===== src/rtl/bmsl_pkg.sv =====
package bmsl_pkg;
  typedef enum logic [1:0] {
    ST_IDLE     = 2'd0,
    ST_WAIT_GNT = 2'd1,
    ST_DROP_REQ = 2'd2,
    ST_SLEEP    = 2'd3
  } bmsl_state_e;
endpackage


===== src/rtl/bmsl_sync.sv =====
module bmsl_sync #(
  parameter int STAGES = 2
) (
  input  logic clk,
  input  logic rst_n,
  input  logic d_i,
  output logic q_o
);
  logic [STAGES-1:0] shft_q;

  generate
    if (STAGES == 1) begin : g_one
      always_ff @(posedge clk or negedge rst_n) begin
        if (!rst_n) shft_q <= '0;
        else        shft_q <= d_i;
      end
    end else begin : g_many
      always_ff @(posedge clk or negedge rst_n) begin
        if (!rst_n) shft_q <= '0;
        else        shft_q <= {shft_q[STAGES-2:0], d_i};
      end
    end
  endgenerate

  assign q_o = shft_q[STAGES-1];
endmodule


===== src/rtl/bmsl_holdoff.sv =====
module bmsl_holdoff #(
  parameter int HOLDOFF_CYC = 3
) (
  input  logic clk,
  input  logic rst_n,
  output logic allow_o
);
  localparam int HW = $clog2(HOLDOFF_CYC + 1);
  localparam logic [HW-1:0] HMAX = HW'(HOLDOFF_CYC);

  logic [HW-1:0] cnt_q, cnt_n;
  logic          cnt_en;

  assign cnt_en  = (cnt_q != HMAX);
  assign cnt_n   = cnt_q + 1'b1;
  assign allow_o = (cnt_q == HMAX);

  always_ff @(posedge clk or negedge rst_n) begin
    if (!rst_n)      cnt_q <= '0;
    else if (cnt_en) cnt_q <= cnt_n;
  end

  // once the window has elapsed it stays open until the next reset
  p_allow_sticky_r7: assert property (@(posedge clk) disable iff (!rst_n)
    allow_o |=> allow_o);
endmodule


===== src/rtl/bmsl_fsm.sv =====
module bmsl_fsm
  import bmsl_pkg::*;
(
  input  logic clk,
  input  logic rst_n,
  input  logic sleep_s_i,
  input  logic allow_i,
  input  logic dma_req_i,
  input  logic bus_gnt_i,
  output logic bus_req_o,
  output logic asleep_o,
  output logic wake_set_o,
  output logic wake_o
);
  bmsl_state_e state_q, state_n;
  logic req_q, req_n;
  logic pend_q, pend_n;
  logic dma_d_q;
  logic wake_q;
  logic dma_rise;

  assign dma_rise = dma_req_i & ~dma_d_q;

  always_comb begin
    state_n = state_q;
    req_n   = req_q;
    case (state_q)
      ST_IDLE: begin
        req_n = dma_req_i | pend_q;
        if (sleep_s_i && allow_i) begin
          if (req_q) begin
            state_n = ST_WAIT_GNT;
            req_n   = 1'b1;
          end else begin
            state_n = ST_SLEEP;
            req_n   = 1'b0;
          end
        end
      end
      ST_WAIT_GNT: begin
        req_n = 1'b1;
        if (bus_gnt_i) begin
          state_n = ST_DROP_REQ;
          req_n   = 1'b0;
        end
      end
      ST_DROP_REQ: begin
        req_n   = 1'b0;
        state_n = ST_SLEEP;
      end
      ST_SLEEP: begin
        req_n = 1'b0;
        if (!sleep_s_i) state_n = ST_IDLE;
      end
      default: begin
        state_n = ST_IDLE;
        req_n   = 1'b0;
      end
    endcase
  end

  always_comb begin
    if (state_q == ST_IDLE) begin
      if (state_n == ST_SLEEP) pend_n = pend_q | dma_rise;
      else                     pend_n = 1'b0;
    end else begin
      pend_n = pend_q | dma_rise;
    end
  end

  assign wake_set_o = (state_q == ST_SLEEP) && (state_n == ST_IDLE);

  always_ff @(posedge clk or negedge rst_n) begin
    if (!rst_n) begin
      state_q <= ST_IDLE;
      req_q   <= 1'b0;
      pend_q  <= 1'b0;
      dma_d_q <= 1'b0;
      wake_q  <= 1'b0;
    end else begin
      state_q <= state_n;
      req_q   <= req_n;
      pend_q  <= pend_n;
      dma_d_q <= dma_req_i;
      wake_q  <= wake_set_o;
    end
  end

  assign bus_req_o = req_q;
  assign asleep_o  = (state_q == ST_SLEEP);
  assign wake_o    = wake_q;

  // no request on the bus in the sleep state
  p_no_req_asleep_r2: assert property (@(posedge clk) disable iff (!rst_n)
    (state_q == ST_SLEEP) |-> !req_q);
  // a pending request is held while waiting for grant
  p_hold_req_waiting_r3: assert property (@(posedge clk) disable iff (!rst_n)
    (state_q == ST_WAIT_GNT) |-> req_q);
  // sleep is entered only from a cycle with the request already low
  p_enter_after_drop_r3: assert property (@(posedge clk) disable iff (!rst_n)
    (state_q == ST_SLEEP && $past(state_q) != ST_SLEEP) |-> !$past(req_q));
  // leaving the awake state only happens after the hold-off window
  p_leave_idle_allowed_r7: assert property (@(posedge clk) disable iff (!rst_n)
    (state_q != ST_IDLE) |-> allow_i);
endmodule


===== src/rtl/bmsl_wake_timer.sv =====
module bmsl_wake_timer #(
  parameter int DLY_W = 8
) (
  input  logic             clk,
  input  logic             rst_n,
  input  logic             load_i,
  input  logic [DLY_W-1:0] dly_i,
  input  logic             asleep_i,
  output logic             hold_o
);
  logic [DLY_W-1:0] cnt_q, cnt_n;
  logic             cnt_en;

  assign cnt_en = load_i | (cnt_q != '0);
  assign cnt_n  = load_i ? dly_i : (cnt_q - 1'b1);
  assign hold_o = asleep_i | (cnt_q != '0);

  always_ff @(posedge clk or negedge rst_n) begin
    if (!rst_n)      cnt_q <= '0;
    else if (cnt_en) cnt_q <= cnt_n;
  end

  // the delay counts down by exactly one per cycle once loaded
  p_countdown_r9: assert property (@(posedge clk) disable iff (!rst_n)
    (cnt_q != '0 && !load_i) |=> (cnt_q == $past(cnt_q) - 1'b1));
endmodule


===== src/rtl/bm_sleep_ctrl.sv =====
module bm_sleep_ctrl #(
  parameter int                   AUX_IN_W    = 4,
  parameter int                   AUX_OUT_W   = 4,
  parameter logic [AUX_OUT_W-1:0] AUX_OUT_RST = 4'hA,
  parameter int                   DLY_W       = 8,
  parameter int                   SYNC_STAGES = 2,
  parameter int                   HOLDOFF_CYC = 3
) (
  input  logic                 clk,
  input  logic                 rst_n,
  input  logic                 sleep_pin_i,
  input  logic                 dma_req_i,
  input  logic                 bus_gnt_i,
  input  logic                 io_access_i,
  input  logic [DLY_W-1:0]     wake_dly_i,
  input  logic [AUX_IN_W-1:0]  aux_in_i,
  input  logic [AUX_OUT_W-1:0] aux_out_d_i,
  output logic                 bus_req_o,
  output logic                 target_abort_o,
  output logic [AUX_IN_W-1:0]  aux_in_o,
  output logic [AUX_OUT_W-1:0] aux_out_o,
  output logic                 sleep_o,
  output logic                 wake_o,
  output logic                 net_start_hold_o
);
  logic sleep_s;
  logic allow;
  logic asleep;
  logic wake_set;

  bmsl_sync #(.STAGES(SYNC_STAGES)) u_sync (
    .clk(clk), .rst_n(rst_n), .d_i(sleep_pin_i), .q_o(sleep_s));

  bmsl_holdoff #(.HOLDOFF_CYC(HOLDOFF_CYC)) u_holdoff (
    .clk(clk), .rst_n(rst_n), .allow_o(allow));

  bmsl_fsm u_fsm (
    .clk(clk), .rst_n(rst_n), .sleep_s_i(sleep_s), .allow_i(allow),
    .dma_req_i(dma_req_i), .bus_gnt_i(bus_gnt_i), .bus_req_o(bus_req_o),
    .asleep_o(asleep), .wake_set_o(wake_set), .wake_o(wake_o));

  bmsl_wake_timer #(.DLY_W(DLY_W)) u_timer (
    .clk(clk), .rst_n(rst_n), .load_i(wake_set), .dly_i(wake_dly_i),
    .asleep_i(asleep), .hold_o(net_start_hold_o));

  assign sleep_o        = asleep;
  assign target_abort_o = io_access_i & asleep;
  assign aux_out_o      = asleep ? AUX_OUT_RST : aux_out_d_i;
  assign aux_in_o       = asleep ? '0 : aux_in_i;

  // network start is always inhibited while asleep
  p_hold_in_sleep_r9: assert property (@(posedge clk) disable iff (!rst_n)
    sleep_o |-> net_start_hold_o);
  // the wake pulse follows the cycle that left sleep
  p_wake_after_sleep_r6: assert property (@(posedge clk) disable iff (!rst_n)
    wake_o |-> (!sleep_o && $past(sleep_o)));
endmodule


===== config.mk =====
export PLATFORM = sky130hd
export DESIGN_NAME = bm_sleep_ctrl
export DESIGN_NICKNAME = d
export VERILOG_FILES = /design/src/rtl/bmsl_pkg.sv /design/src/rtl/bmsl_sync.sv /design/src/rtl/bmsl_holdoff.sv /design/src/rtl/bmsl_fsm.sv /design/src/rtl/bmsl_wake_timer.sv /design/src/rtl/bm_sleep_ctrl.sv
export SDC_FILE = /design/constraint.sdc
export NUM_CORES = 1
export LEC_CHECK = 0
export CORE_MARGIN = 4
export CORE_UTILIZATION = 45
export DETAILED_ROUTE_END_ITERATION = 8
export MAX_ROUTING_LAYER = met4
export PLACE_DENSITY = 0.81
export SLEW_MARGIN = 20
export SYNTH_ARGS = -nofsm -noshare
export SYNTH_HDL_FRONTEND = slang
export SYNTH_HIERARCHICAL = 1
export SYNTH_SLANG_ARGS = --single-unit

===== constraint.sdc =====
create_clock -name clk -period 5.16 [get_ports clk]
set_input_delay 1.29 -clock clk [delete_from_list [all_inputs] [get_ports clk]]
set_output_delay 1.29 -clock clk [all_outputs]
set_load 0.05 [all_outputs]

# [Word level (Yosys, flattened, before mapping)]
# Index checks and enable logic that the tools add are counted.
[totals] regBits=18
[classes] n_addsub=2 eq_ne=6 muxes=14 n_bitwise=7 n_reduce_logical=6
[op_table] operator="$eq A2 B2 Y1 const B" count=4
[op_table] operator="$mux W2" count=4
[op_table] operator="$mux W4" count=2
[op_table] operator="$mux W8" count=1
[op_table] operator="$pmux W2 S4" count=1
[op_table] operator="$reduce_bool A8 Y1" count=1
[op_table] operator="$sub A8 B1 Y8 const B" count=1
[op_table] operator="$mux W1" count=5
[op_table] operator="$logic_not A2 Y1" count=2
[op_table] operator="$or A1 B1 Y1" count=4
[op_table] operator="$pmux W1 S3" count=1
[op_table] operator="$add A2 B1 Y2 const B" count=1
[op_table] operator="$and A1 B1 Y1" count=2
[op_table] operator="$eq A2 B1 Y1 const B" count=1
[op_table] operator="$logic_and A1 B1 Y1" count=2
[op_table] operator="$ne A2 B2 Y1 const B" count=1
[op_table] operator="$reduce_or A2 Y1" count=1
[op_table] operator="$not A1 Y1" count=1

# [Longest topological paths before layout]
[logic_depth] depth_word=7 depth_mapped=6 mapped_depth_nobuf=6

# [Modules after synthesis]
# The synthesis kept the hierarchy.
[by_module_without_submodules] mod="bmsl_wake_timer" n_inst=1 cells_per_inst=47 area_each_um2=479.2
[by_module_without_submodules] mod="bmsl_fsm" n_inst=1 cells_per_inst=23 area_each_um2=275.3
[by_module_without_submodules] mod="bmsl_holdoff" n_inst=1 cells_per_inst=6 area_each_um2=98.8
[by_module_without_submodules] mod="bm_sleep_ctrl" n_inst=1 cells_per_inst=9 area_each_um2=56.3
[by_module_without_submodules] mod="bmsl_sync" n_inst=1 cells_per_inst=2 area_each_um2=50.0

# [Least setup slack after synthesis]
# No wires, ideal clock.
[synth_timing] path_kind="input to output" startpoint="input port aux_in_i[0]" endpoint="output port aux_in_o[0]" arrival_time_ps=1997 required_ps=3870 setup_slack_ps=1873 stages=1 cell_sequence="nor2b_1"
[synth_via] elab_chain_len=1
[synth_rtl] element="start, declared" line="bm_sleep_ctrl.sv:16" rtl="input logic [AUX_IN_W-1:0] aux_in_i,"
[synth_rtl] element="$mux W4" line="bm_sleep_ctrl.sv:49" rtl="assign aux_in_o = asleep ? '0 : aux_in_i;"
[synth_rtl] element="end, declared" line="bm_sleep_ctrl.sv:20" rtl="output logic [AUX_IN_W-1:0] aux_in_o,"
# Every way passes these cells.

# [Worst setup path after layout]
# Same ends and word-level chain as after synthesis.

==> results_dict.tcl <==
set metrics [dict create \
    status "finished, final reports clean" \
    finalPower_uw 753 \
    holdBufCountCts 0 \
    h-tree-depth 1 \
    fp.dieW_um 54.2 \
    track_usage_pct 16.4 \
    post_cts_resize_count 0 \
    nets 150 \
    dp_hpwl_um 1710 \
    avgSynthCellArea_sq_um 11.0 \
    overflow 0 \
    peakVddDrop_mv 0.310 \
    vias_per_cell 5.06 \
    yosysUniqueCellTypes 35 \
    ios 35 \
    leakage_uw 0.000574 \
    p_per_area_nw_per_um2 556 \
    clockBufferDepth 2 \
    numCtsBuffers 3 \
    drive_gt1_share_pct 8.94 \
    synth_compound_area_share_pct 11.6 \
    path_clk_slew_ns 0.09 \
    synth_top_area_share_pct 46.9 \
    drt_iter0_markers 2 \
    worst_pin_slew_ns 0.940 \
    fin_skew_ns 0.00573 \
    dr.pass1.iters 4 \
    via_count 759 \
    ys_seq_elements 18 \
    end_kind "output pin" \
    start_util_pct 47.9 \
    wire_per_inst_um 13.7 \
    required_ns 3.87 \
    synth_warnings 6 \
    min_path_type "reg -> reg" \
    worst_setup_path_start_kind "input port" \
    core_sq_um 2000 \
    grt_pass1_vias 739 \
    final_antenna_net_count 0 \
    min_period_ns 4.03 \
    crit_top_cell "clkdlybuf4s50_1" \
    io_buffers 34 \
    cts_tree "built" \
    crit_type "in -> out" \
    finalSetupViolCount 0 \
    syn2layout_area_growth_pct 41.2 \
    dieArea_sq_um 2940 \
    routed_wl_um 2050 \
    drv_slew 0 \
    rsz0062_at_grt "false" \
    die_y_um 54.2 \
    crit_path_max_fanout 1 \
    synthCells 87 \
    syn_area_sq_um 960 \
    cts_setup_buffers 0 \
    synthXorXnorAreaFrac_pct 6.39 \
    synth.area.top_cells "dfrtp_1, nor2b_1, ha_1, xnor2_1, a22o_1" \
    cts-root-buf "clkbuf_4" \
    rows 16 \
    syn_nets 113 \
    cap_violations 0 \
    finalHoldViolCount 0 \
    antenna_found_initial 0 \
    remaining_drc_errors 0 \
    synth-simple-area-share_pct 22.2 \
    fin_tns_setup_ns 0 \
    clk_latency_ns 0.29 \
    grt_max_degree 19 \
    relSlewSlack_pct 37.2 \
    gp_congestion 0.778 \
    synth.mux.area_fraction_pct 4.95 \
    synth-seq-area-share_pct 46.9 \
    grt_pass1_wl_um 3230 \
    path_cells "clkdlybuf4s50_1 -> nor2b_1 -> clkdlybuf4s50_1" \
    cp_slowest_stage_delay_ns 0.82 \
    cpMaxStageDelayCell "clkdlybuf4s50_1" \
    synth_top_cell_by_area "dfrtp_1" \
    antennaDiodeCount 0 \
    cp.arrival_ns 2.74 \
    cts_sinks 18 \
    fin_crit_sh_pct 78.1 \
    synth_top_family_by_area "simple AND/OR/NAND/NOR gates" \
    synth-adder-area-share_pct 5.22 \
    max_freq_mhz 248 \
]
[state kept, by name (all words and copies together), names as in the netlist]
| register | cells |
|---|---|
| u_fsm/bus_req_o | 1 |
| u_fsm/dma_d_q | 1 |
| u_sync/shft_q | 2 |
| u_fsm/wake_o | 1 |
| u_fsm/pend_q | 1 |
| u_timer/cnt_q | 8 |
| u_fsm/state_q | 2 |
| u_holdoff/cnt_q | 2 |
[final cells by class]
type,count,area (sq um)
Tap cell,27,33.8
Multi-Input combinational cell,64,483
Inverter,3,11.3
Sequential cell,18,450
Fill cell,151,647
Timing Repair Buffer,34,340
Clock buffer,4,36.3
[critical path, delay by kind of cell]
| family | cells | cell delay, ns |
|---|---|---|
| buffers and inverters | 2 | 1.30 |
| AND/OR/NAND/NOR | 1 | 0.15 |
[per-layer routing]
layer | part of all wire, % | track usage (%) | wire length [um]
met5 | 0 | - | 0
met4 | 1.3 | 6.22 | 27
met3 | 11 | 6.65 | 230
met2 | 49 | 29.3 | 1010
met1 | 38 | 15.7 | 783
[stage by stage]
| stage | util (%) | instances | hold WS (ns) | setup WS, ns | area (sq um) |
|---|---|---|---|---|---|
| global placement | 65.9 | 146 | 0.333 | 1.16 | 1320 |
| finish | 67.7 | 150 | 0.362 | 1.13 | 1360 |
| detailed placement | 65.9 | 146 | 0.343 | 1.11 | 1320 |
| global route | 67.7 | 150 | 0.381 | 1.10 | 1360 |
| CTS | 67.7 | 150 | 0.368 | 1.11 | 1360 |
| floorplan | - | 87 | 0.331 | 1.87 | 960 |
[power breakdown]
part           leakage [uW]  internal (uW)  switching (uW)
registers          0.000208            192            48.3
clock network     0.0000210           43.0            41.6
logic              0.000345            179             249
[cell usage in the layout, fill, tap and decap left out, types with 3 or more instances in the layout]
master           netlist  final
clkdlybuf4s50_1        0     34
ha_1                   4      4
a22o_1                 3      3
dfrtp_1               18     18
nand2_1                6      6
inv_1                  3      3
xnor2_1                5      5
nor2_1                 5      5
nor2b_1                9      9
clkbuf_4               0      3
nand2b_1               3      3
[Yosys cell counts, drive strengths merged]
cell and instances:
nor2 5, or2 2, clkbuf 1, inv 3, o21ai 3, xnor2 5, nor2b 9, ha 4
a2111o 1, and2 2, dfrtp 18, buf 1, o221ai 1, mux2 3, a2bb2oi 1, nand2b 3
nor4 1, o31ai 2, a21oi 1, a22o 3, or4 1, nand2 6, o211a 1, or2b 1
nor3 2, nand3b 1, mux2i 1, xor2 2, or3b 1, a22oi 1, and2b 1
[final timing paths]
| check | cells after the start | to | from | slack (ns) |
|---|---|---|---|---|
| hold / removal | 0 | u_sync/shft_q[1] | u_sync/shft_q[0] | 0.36 |
| setup reg to reg | 4 | u_timer/cnt_q[7] | u_fsm/state_q[0] | 2.93 |
| setup / recovery | 3 | aux_in_o[0] | aux_in_i[0] | 1.13 |
| min in group asynchronous | 1 | u_timer/cnt_q[3] | rst_n | 1.45 |
| max in group asynchronous | 1 | u_sync/shft_q[1] | rst_n | 3.23 |
| hold reg to reg | 0 | u_sync/shft_q[1] | u_sync/shft_q[0] | 0.36 |
[logic make-up (layout without fill, tap and decap cells)]
kind of cell | after synthesis | after routing
buffers and inverters | 5 | 41
adders and majority gates | 4 | 4
muxes | 4 | 4
and+or+nand+nor | 35 | 35
DFF | 18 | 18
xor gates and xnor gates | 7 | 7
AOI/OAI and AO/OA | 14 | 14
Power figures use the tool's default switching activity.
